--- src/rtl/rc5_pkg.sv ---
package rc5_pkg;

  typedef enum logic [1:0] {
    ST_IDLE = 2'd0,
    ST_INIT = 2'd1,
    ST_RUN  = 2'd2
  } rc5_state_e;

endpackage

--- src/rtl/rc5_rotl.sv ---
module rc5_rotl #(
  parameter int WORD_W = 16,
  localparam int SH_W  = $clog2(WORD_W)
) (
  input  logic [WORD_W-1:0] val_i,
  input  logic [SH_W-1:0]   amt_i,
  output logic [WORD_W-1:0] rot_o
);

  // Rotating a doubled word by amt and keeping the top half gives rotl.
  logic [2*WORD_W-1:0] dbl;

  always_comb begin
    dbl   = {val_i, val_i} << amt_i;
    rot_o = dbl[2*WORD_W-1:WORD_W];
  end

endmodule

--- src/rtl/rc5_round.sv ---
module rc5_round #(
  parameter int WORD_W = 16,
  localparam int SH_W  = $clog2(WORD_W)
) (
  input  logic [WORD_W-1:0] a_i,
  input  logic [WORD_W-1:0] b_i,
  input  logic [WORD_W-1:0] ka_i,
  input  logic [WORD_W-1:0] kb_i,
  output logic [WORD_W-1:0] a_o,
  output logic [WORD_W-1:0] b_o
);

  logic [WORD_W-1:0] a_mix, a_rot, b_mix, b_rot;

  assign a_mix = a_i ^ b_i;

  rc5_rotl #(.WORD_W(WORD_W)) u_rot_a (
    .val_i (a_mix),
    .amt_i (b_i[SH_W-1:0]),
    .rot_o (a_rot)
  );

  assign a_o   = a_rot + ka_i;
  assign b_mix = b_i ^ a_o;

  rc5_rotl #(.WORD_W(WORD_W)) u_rot_b (
    .val_i (b_mix),
    .amt_i (a_o[SH_W-1:0]),
    .rot_o (b_rot)
  );

  assign b_o = b_rot + kb_i;

endmodule

--- src/rtl/rc5_key_bank.sv ---
module rc5_key_bank #(
  parameter int WORD_W = 16,
  parameter int DEPTH  = 13,
  localparam int AW    = $clog2(DEPTH)
) (
  input  logic              clk,
  input  logic              wr_en_i,
  input  logic [AW-1:0]     wr_addr_i,
  input  logic [WORD_W-1:0] wr_data_i,
  input  logic [AW-1:0]     rd_addr_i,
  output logic [WORD_W-1:0] rd_data_o
);

  // Simple dual-port layout: one write port, one registered read port.
  logic [WORD_W-1:0] mem [DEPTH];

  always_ff @(posedge clk) begin
    if (wr_en_i) mem[wr_addr_i] <= wr_data_i;
  end

  always_ff @(posedge clk) begin
    rd_data_o <= mem[rd_addr_i];
  end

endmodule

--- src/rtl/rc5_ctrl.sv ---
module rc5_ctrl #(
  parameter int ROUNDS = 12,
  localparam int CW    = $clog2(ROUNDS + 1)
) (
  input  logic          clk,
  input  logic          rst,
  input  logic          start_req_i,
  output logic          busy_o,
  output logic          load_o,
  output logic          init_o,
  output logic          step_o,
  output logic          finish_o,
  output logic [CW-1:0] rd_addr_o
);
  import rc5_pkg::*;

  localparam logic [CW-1:0] LAST = CW'(ROUNDS);

  rc5_state_e    state_q;
  logic [CW-1:0] cnt_q;

  assign busy_o   = (state_q != ST_IDLE);
  assign load_o   = (state_q == ST_IDLE) && start_req_i;
  assign init_o   = (state_q == ST_INIT);
  assign step_o   = (state_q == ST_RUN);
  assign finish_o = (state_q == ST_RUN) && (cnt_q == LAST);

  // Fetch one entry ahead: the registered read lands when it is consumed.
  always_comb begin
    if (state_q == ST_IDLE || cnt_q == LAST) rd_addr_o = '0;
    else                                     rd_addr_o = cnt_q + CW'(1);
  end

  always_ff @(posedge clk) begin
    if (rst) begin
      state_q <= ST_IDLE;
      cnt_q   <= '0;
    end else begin
      unique case (state_q)
        ST_IDLE: if (start_req_i) begin
          state_q <= ST_INIT;
          cnt_q   <= '0;
        end
        ST_INIT: begin
          state_q <= ST_RUN;
          cnt_q   <= CW'(1);
        end
        ST_RUN: begin
          if (cnt_q == LAST) state_q <= ST_IDLE;
          else               cnt_q   <= cnt_q + CW'(1);
        end
        default: state_q <= ST_IDLE;
      endcase
    end
  end

  // the round index never leaves 1..r while rounds execute
  assert_round_range_R4: assert property (@(posedge clk) disable iff (rst)
    (state_q == ST_RUN) |-> (cnt_q >= CW'(1) && cnt_q <= LAST));

  // a block write during a run never causes a restart
  assert_busy_ignore_R9: assert property (@(posedge clk) disable iff (rst)
    (busy_o && start_req_i) |=> (state_q != ST_INIT));

endmodule

--- src/rtl/rc5_iter_core.sv ---
module rc5_iter_core #(
  parameter int WORD_W  = 16,
  parameter int ROUNDS  = 12,
  localparam int NKEYS  = 2 * ROUNDS + 2,
  localparam int IDX_W  = $clog2(NKEYS),
  localparam int DEPTH  = ROUNDS + 1,
  localparam int AW     = $clog2(DEPTH),
  localparam int BLK_W  = 2 * WORD_W
) (
  input  logic              clk,
  input  logic              rst,
  input  logic              key_wr,
  input  logic [IDX_W-1:0]  key_idx,
  input  logic [WORD_W-1:0] key_val,
  input  logic              blk_wr,
  input  logic [BLK_W-1:0]  blk_in,
  output logic [BLK_W-1:0]  ct_out,
  output logic              done
);

  localparam logic [IDX_W:0] KEY_LIMIT = (IDX_W + 1)'(NKEYS);

  logic          busy, load, init, step, finish;
  logic [AW-1:0] rd_addr;
  logic          idx_ok;
  logic [WORD_W-1:0] key_rd [2];
  logic [WORD_W-1:0] a_q, b_q, a_nx, b_nx;
  logic [AW:0]   lat_q;

  rc5_ctrl #(.ROUNDS(ROUNDS)) u_ctrl (
    .clk         (clk),
    .rst         (rst),
    .start_req_i (blk_wr),
    .busy_o      (busy),
    .load_o      (load),
    .init_o      (init),
    .step_o      (step),
    .finish_o    (finish),
    .rd_addr_o   (rd_addr)
  );

  assign idx_ok = ({1'b0, key_idx} < KEY_LIMIT);

  // Bank 0 holds even-indexed keys, bank 1 odd-indexed keys.
  for (genvar p = 0; p < 2; p++) begin : g_bank
    logic wr_hit;
    assign wr_hit = key_wr && idx_ok && (key_idx[0] == p[0]);

    rc5_key_bank #(.WORD_W(WORD_W), .DEPTH(DEPTH)) u_bank (
      .clk       (clk),
      .wr_en_i   (wr_hit),
      .wr_addr_i (key_idx[IDX_W-1:1]),
      .wr_data_i (key_val),
      .rd_addr_i (rd_addr),
      .rd_data_o (key_rd[p])
    );
  end

  rc5_round #(.WORD_W(WORD_W)) u_round (
    .a_i  (a_q),
    .b_i  (b_q),
    .ka_i (key_rd[0]),
    .kb_i (key_rd[1]),
    .a_o  (a_nx),
    .b_o  (b_nx)
  );

  always_ff @(posedge clk) begin
    if (rst) begin
      a_q <= '0;
      b_q <= '0;
    end else if (load) begin
      a_q <= blk_in[BLK_W-1:WORD_W];
      b_q <= blk_in[WORD_W-1:0];
    end else if (init) begin
      a_q <= a_q + key_rd[0];
      b_q <= b_q + key_rd[1];
    end else if (step) begin
      a_q <= a_nx;
      b_q <= b_nx;
    end
  end

  always_ff @(posedge clk) begin
    if (rst) begin
      ct_out <= '0;
      done   <= 1'b0;
    end else begin
      done <= finish;
      if (finish) ct_out <= {a_nx, b_nx};
    end
  end

  // Cycle count since capture, kept only for the latency check.
  always_ff @(posedge clk) begin
    if (rst || load)  lat_q <= '0;
    else if (busy)    lat_q <= lat_q + (AW + 1)'(1);
  end

  // done arrives r+1 edges after the capture edge
  assert_latency_R5: assert property (@(posedge clk) disable iff (rst)
    done |-> (lat_q == (AW + 1)'(ROUNDS + 1)));

  // done lasts a single cycle
  assert_done_pulse_R6: assert property (@(posedge clk) disable iff (rst)
    done |=> !done);

  // the ciphertext moves only together with done
  assert_ct_hold_R7: assert property (@(posedge clk) disable iff (rst)
    !$stable(ct_out) |-> done);

  // reset clears the output and the pulse
  assert_reset_clear_R8: assert property (@(posedge clk)
    rst |=> (ct_out == '0 && !done));

  // done is only produced by an encryption that was running
  assert_done_after_run_R2: assert property (@(posedge clk) disable iff (rst)
    done |-> $past(busy));

endmodule

--- config.mk ---
export PLATFORM = sky130hd
export DESIGN_NAME = rc5_iter_core
export DESIGN_NICKNAME = d
export VERILOG_FILES = /design/src/rtl/rc5_pkg.sv /design/src/rtl/rc5_rotl.sv /design/src/rtl/rc5_round.sv /design/src/rtl/rc5_key_bank.sv /design/src/rtl/rc5_ctrl.sv /design/src/rtl/rc5_iter_core.sv
export SDC_FILE = /design/constraint.sdc
export NUM_CORES = 1
export LEC_CHECK = 0
export BUFFER_PORTS_ARGS = -buffer_cell sky130_fd_sc_hd__buf_2
export CELL_PAD_IN_SITES_DETAIL_PLACEMENT = 1
export CELL_PAD_IN_SITES_GLOBAL_PLACEMENT = 1
export CORE_ASPECT_RATIO = 0.9
export CORE_MARGIN = 10
export CORE_UTILIZATION = 54
export DETAILED_ROUTE_END_ITERATION = 16
export PLACE_DENSITY = 0.89
export SKIP_LAST_GASP = 1
export SYNTH_ARGS = -nofsm -noshare
export SYNTH_HDL_FRONTEND = slang
export SYNTH_SLANG_ARGS = --single-unit
--- constraint.sdc ---
create_clock -name clk -period 17.9 [get_ports clk]
set_clock_uncertainty 0.2 [all_clocks]
set_input_delay 0 -clock clk [delete_from_list [all_inputs] [get_ports clk]]
set_output_delay 0 -clock clk [all_outputs]
set_load 0.03 [all_outputs]
==> results summary <==
In the finished design, the share of the clock period the worst path needs comes to 52.4%. The layout overhead on the synthesized area came out at 14.9%. Of all nets on the critical path, the largest fanout is 21. The power after layout came out at 6.27 mW.

The measured slew at the worst slew-check pin is 1.33 ns. The longest clock path from root to sink contains 3 buffers. The commonest register cell after synthesis is edfxtp_1.

STA classifies the critical path startpoint as a flop. Sequential cells were found to cover 59.4% of the synthesized design area. After detailed routing, the number of vias per cell comes to 6.83. STA classifies the critical path endpoint as a flop.

The register-to-register setup slack came out at 8.53 ns. The global-route congestion overflow total came out at 0. The fraction of power consumed by sequential logic came out at 22.6%. The post-detailed-route DRC marker count came out at 0. The run finished with clean final reports. In this run the remaining antenna-violating nets after routing total 0. The wire length of the first global-routing pass came out at 137,000 µm. The logic depth of the worst register-to-register path came out at 28. The share of final-layout standard cells stronger than drive strength 1 is 11.9%.

The share of synthesized registers carrying an async set or reset came out at 0%. The mean cell area of the mapped netlist came out at 11.2 µm². In the layout the commonest cells are edfxtp_1 (416), nand2_1 (403), o21ai_0 (192). The number of buffers added by the clock tree synthesis step came out at 52. The final routed wirelength across all metal layers is 91,800 µm. The largest net degree at the start of global routing is 161. Setup violations remaining at the end of the flow were counted as 0. The placement-stage cell area came out at 25,500 µm².

The number of enable flip-flop cells after synthesis came out at 416. The routed design uses 8660 µm of met3 wire. The cell repeated most along the worst path is a21oi_1. For this run, the number of Yosys warnings is 0.

The die is 245 µm wide. The largest individual stage delay along the critical path comes from the cell a311oi_1. Headroom to the max-slew limit came out at 11.1%. The mapped netlist covers 24,500 µm². The final non-filler cell area came out at 28,200 µm². In this run, the clock network consumes 19.1% of the power. The number of placed instances, taps included, is 2,775. The path class of the tightest hold or removal check is in2reg.

In this run the critical register-to-register path is captured at b_q[10]. The diode insertion count for antenna repair came out at 0. The height of the chip came out at 222 µm. The hold violation total from the final report is 0. The share of total power in combinational logic is 58.3%. The final hold slack came out at 0.0491 ns. The startpoint of the worst-slack reg-to-reg timing path is b_q[0]. The number of register bits inferred by synthesis came out at 519. The routed wire length on met2 came out at 44,400 µm. Along the worst hold path, the cell count comes to 3. The total power per unit cell area is 223 nW/µm².

In this run the standard cell core region covers 44,600 µm². Synthesis produced a netlist whose cell count is 2,184. TritonCTS built the clock tree. The internal power summed over all cells is 3.30 mW. The H-tree was split into 2 levels.

Setup repair after global routing left no endpoint under its margin. The count of buffers from port buffering is 89. The post-layout minimum cycle time is 9.37 ns. The utilization after layout came out at 63.2%.

The total die area came out at 54,300 µm². The register clock-pin slew on the reported worst setup and hold paths came out at 0.06 ns. The finished layout holds 2,952 standard cells, fillers aside. The worst slack after detailed placement came out at 9.00 ns. At the worst endpoint, the arrival time is 9.63 ns. The final HPWL from detailed placement is 55,600 µm. The critical path is of the reg2reg type. The floorplan has 73 rows. The delay contributed by the slowest stage of the critical path came out at 0.73 ns.

The tool flagged a number of max-cap violations equal to 0. The wire length the detailed router placed on met1 came out at 34,000 µm. The start point of the worst min-delay path is blk_in[31].

The total global routing track utilization is 33.0%. The number of sinks on the clock net came out at 519. The via count of the first global-routing pass came out at 20,800. Across the VDD grid, the largest voltage drop is 0.000226 V.

The fraction of power spent switching nets is 47.4%. The number of placed I/O pins is 90. The later-pin clock latency in the skew report came out at 0.64 ns.

The most common cell after layout, fill and taps aside is edfxtp_1. Across all layers, the routed design uses 20,200 vias. The starting utilization of the core area is 55.0%. In this run the static leakage power is 10.2 nW. Dividing the detail-routed wire length by the instance count gives 31.1 µm. The number of design-rule violations left by the first detailed-router iteration came out at 2,692. The count of final max-slew check failures is 0. The number of antenna violations at the first check in global routing came to 0.

The top routing layer in use is met4. Setup total negative slack on the finished layout was measured at 0 ns. The critical path required time is 18.16 ns. The power dissipated by switching net loads is 2.97 mW.

The tree is rooted in a clkbuf_16. The path with the worst hold slack has its endpoint at a_q[15]. The number of nets in the synthesized netlist came out at 2,315. The placer's final routability congestion estimate is 0.959. The post-CTS resize count is 0. The iteration count of the initial detailed-routing pass is 6. Setup slack on the critical path of the routed design comes to 8.53 ns.

The count of unique library cells instantiated by Yosys came out at 70. The net total in the final layout is 2,440. Derived from the worst setup path, the maximum achievable clock frequency is 107 MHz.
[registers in the layout, indices dropped and copies added, names as in the netlist]
| register | cells |
|---|---|
| a_q | 16 |
| b_q | 16 |
| u_ctrl.state_q | 2 |
| ct_out | 32 |
| u_ctrl.cnt_q | 4 |
| g_bank.u_bank.rd_data_o | 32 |
| done | 1 |
| g_bank.u_bank.mem | 416 |
[synthesized netlist by cell type, types with 15 or more instances]
library cell,number,share of area (%)
o21ai_0,192,3.9
xor2_1,22,0.79
o221ai_1,68,2.4
a21oi_1,105,2.1
dfxtp_1,103,8.4
nor3_1,33,0.67
mux4_2,15,1.4
nor2_1,125,1.9
mux2i_1,48,2.0
clkbuf_1,114,1.7
ha_1,70,3.6
a21o_1,15,0.46
edfxtp_1,416,51
nand2_1,405,6.2
inv_1,36,0.55
o22ai_1,65,1.7
a31oi_1,33,0.84
xnor2_1,52,1.9
nand3_1,56,1.1
a211oi_1,26,0.80
[worst max-delay path, delay by kind of cell, from the launching register on]
family,cells,cell delay (ns)
muxes,5,1.93
buffers and inverters,2,1.18
adders and majority gates,3,1.10
DFF,1,0.65
xor gates and xnor gates,2,0.53
AOI/OAI and AO/OA,14,3.46
and+or+nand+nor,2,0.18
[final cells by class]
type | count | area, µm²
fill | 4516 | 16400
sequential | 519 | 14600
multi-input combinational | 1490 | 9320
timing repair buffer | 209 | 1560
clock buffer | 60 | 1380
tap | 600 | 751
clock inverter | 37 | 440
inverter | 37 | 146
[worst max-delay path by stage]
stage,start,endpoint,depth (start not counted)
2_1_floorplan,b_q[0],b_q[15],34
3_3_place_gp,b_q[0],b_q[15],32
3_5_place_dp,b_q[0],b_q[15],32
4_1_cts,b_q[0],b_q[15],32
5_1_grt,b_q[0],b_q[15],32
6_report,b_q[0],b_q[10],28
[timing repair]
action,CTS,global route
hold buffers,80,0
endpoints found under the hold margin,582,0
setup buffers,0,0
endpoints found under the setup margin,0,0
[kinds of logic (layout without fill, tap and decap cells)]
kind of cell	after synthesis	after routing	share of synthesized area [%]
flops	519	519	59.4
mux	73	73	3.86
simple gates	680	680	11.6
buf+inv	175	343	3.14
fa+ha+maj	74	74	3.90
xor+xnor	80	80	3.17
compound gates	583	583	15.0
[power groups by stage]
stage	clock, mW	sequential (mW)	combinational (mW)
after floorplan	0	1.40	2.31
after global placement	0	1.44	3.20
after global routing	1.24	1.42	3.83
after detailed placement	0	1.44	3.32
after CTS	1.18	1.41	3.49
final	1.20	1.42	3.66
[layer usage]
metal  track usage [%]  up-vias
met2              54.8     1414
met1              41.7    10100
li1                  -     8388
met4              15.4        0
met5                 0        -
met3              5.00      314
Note: power is estimated with default switching activity, not from simulation.
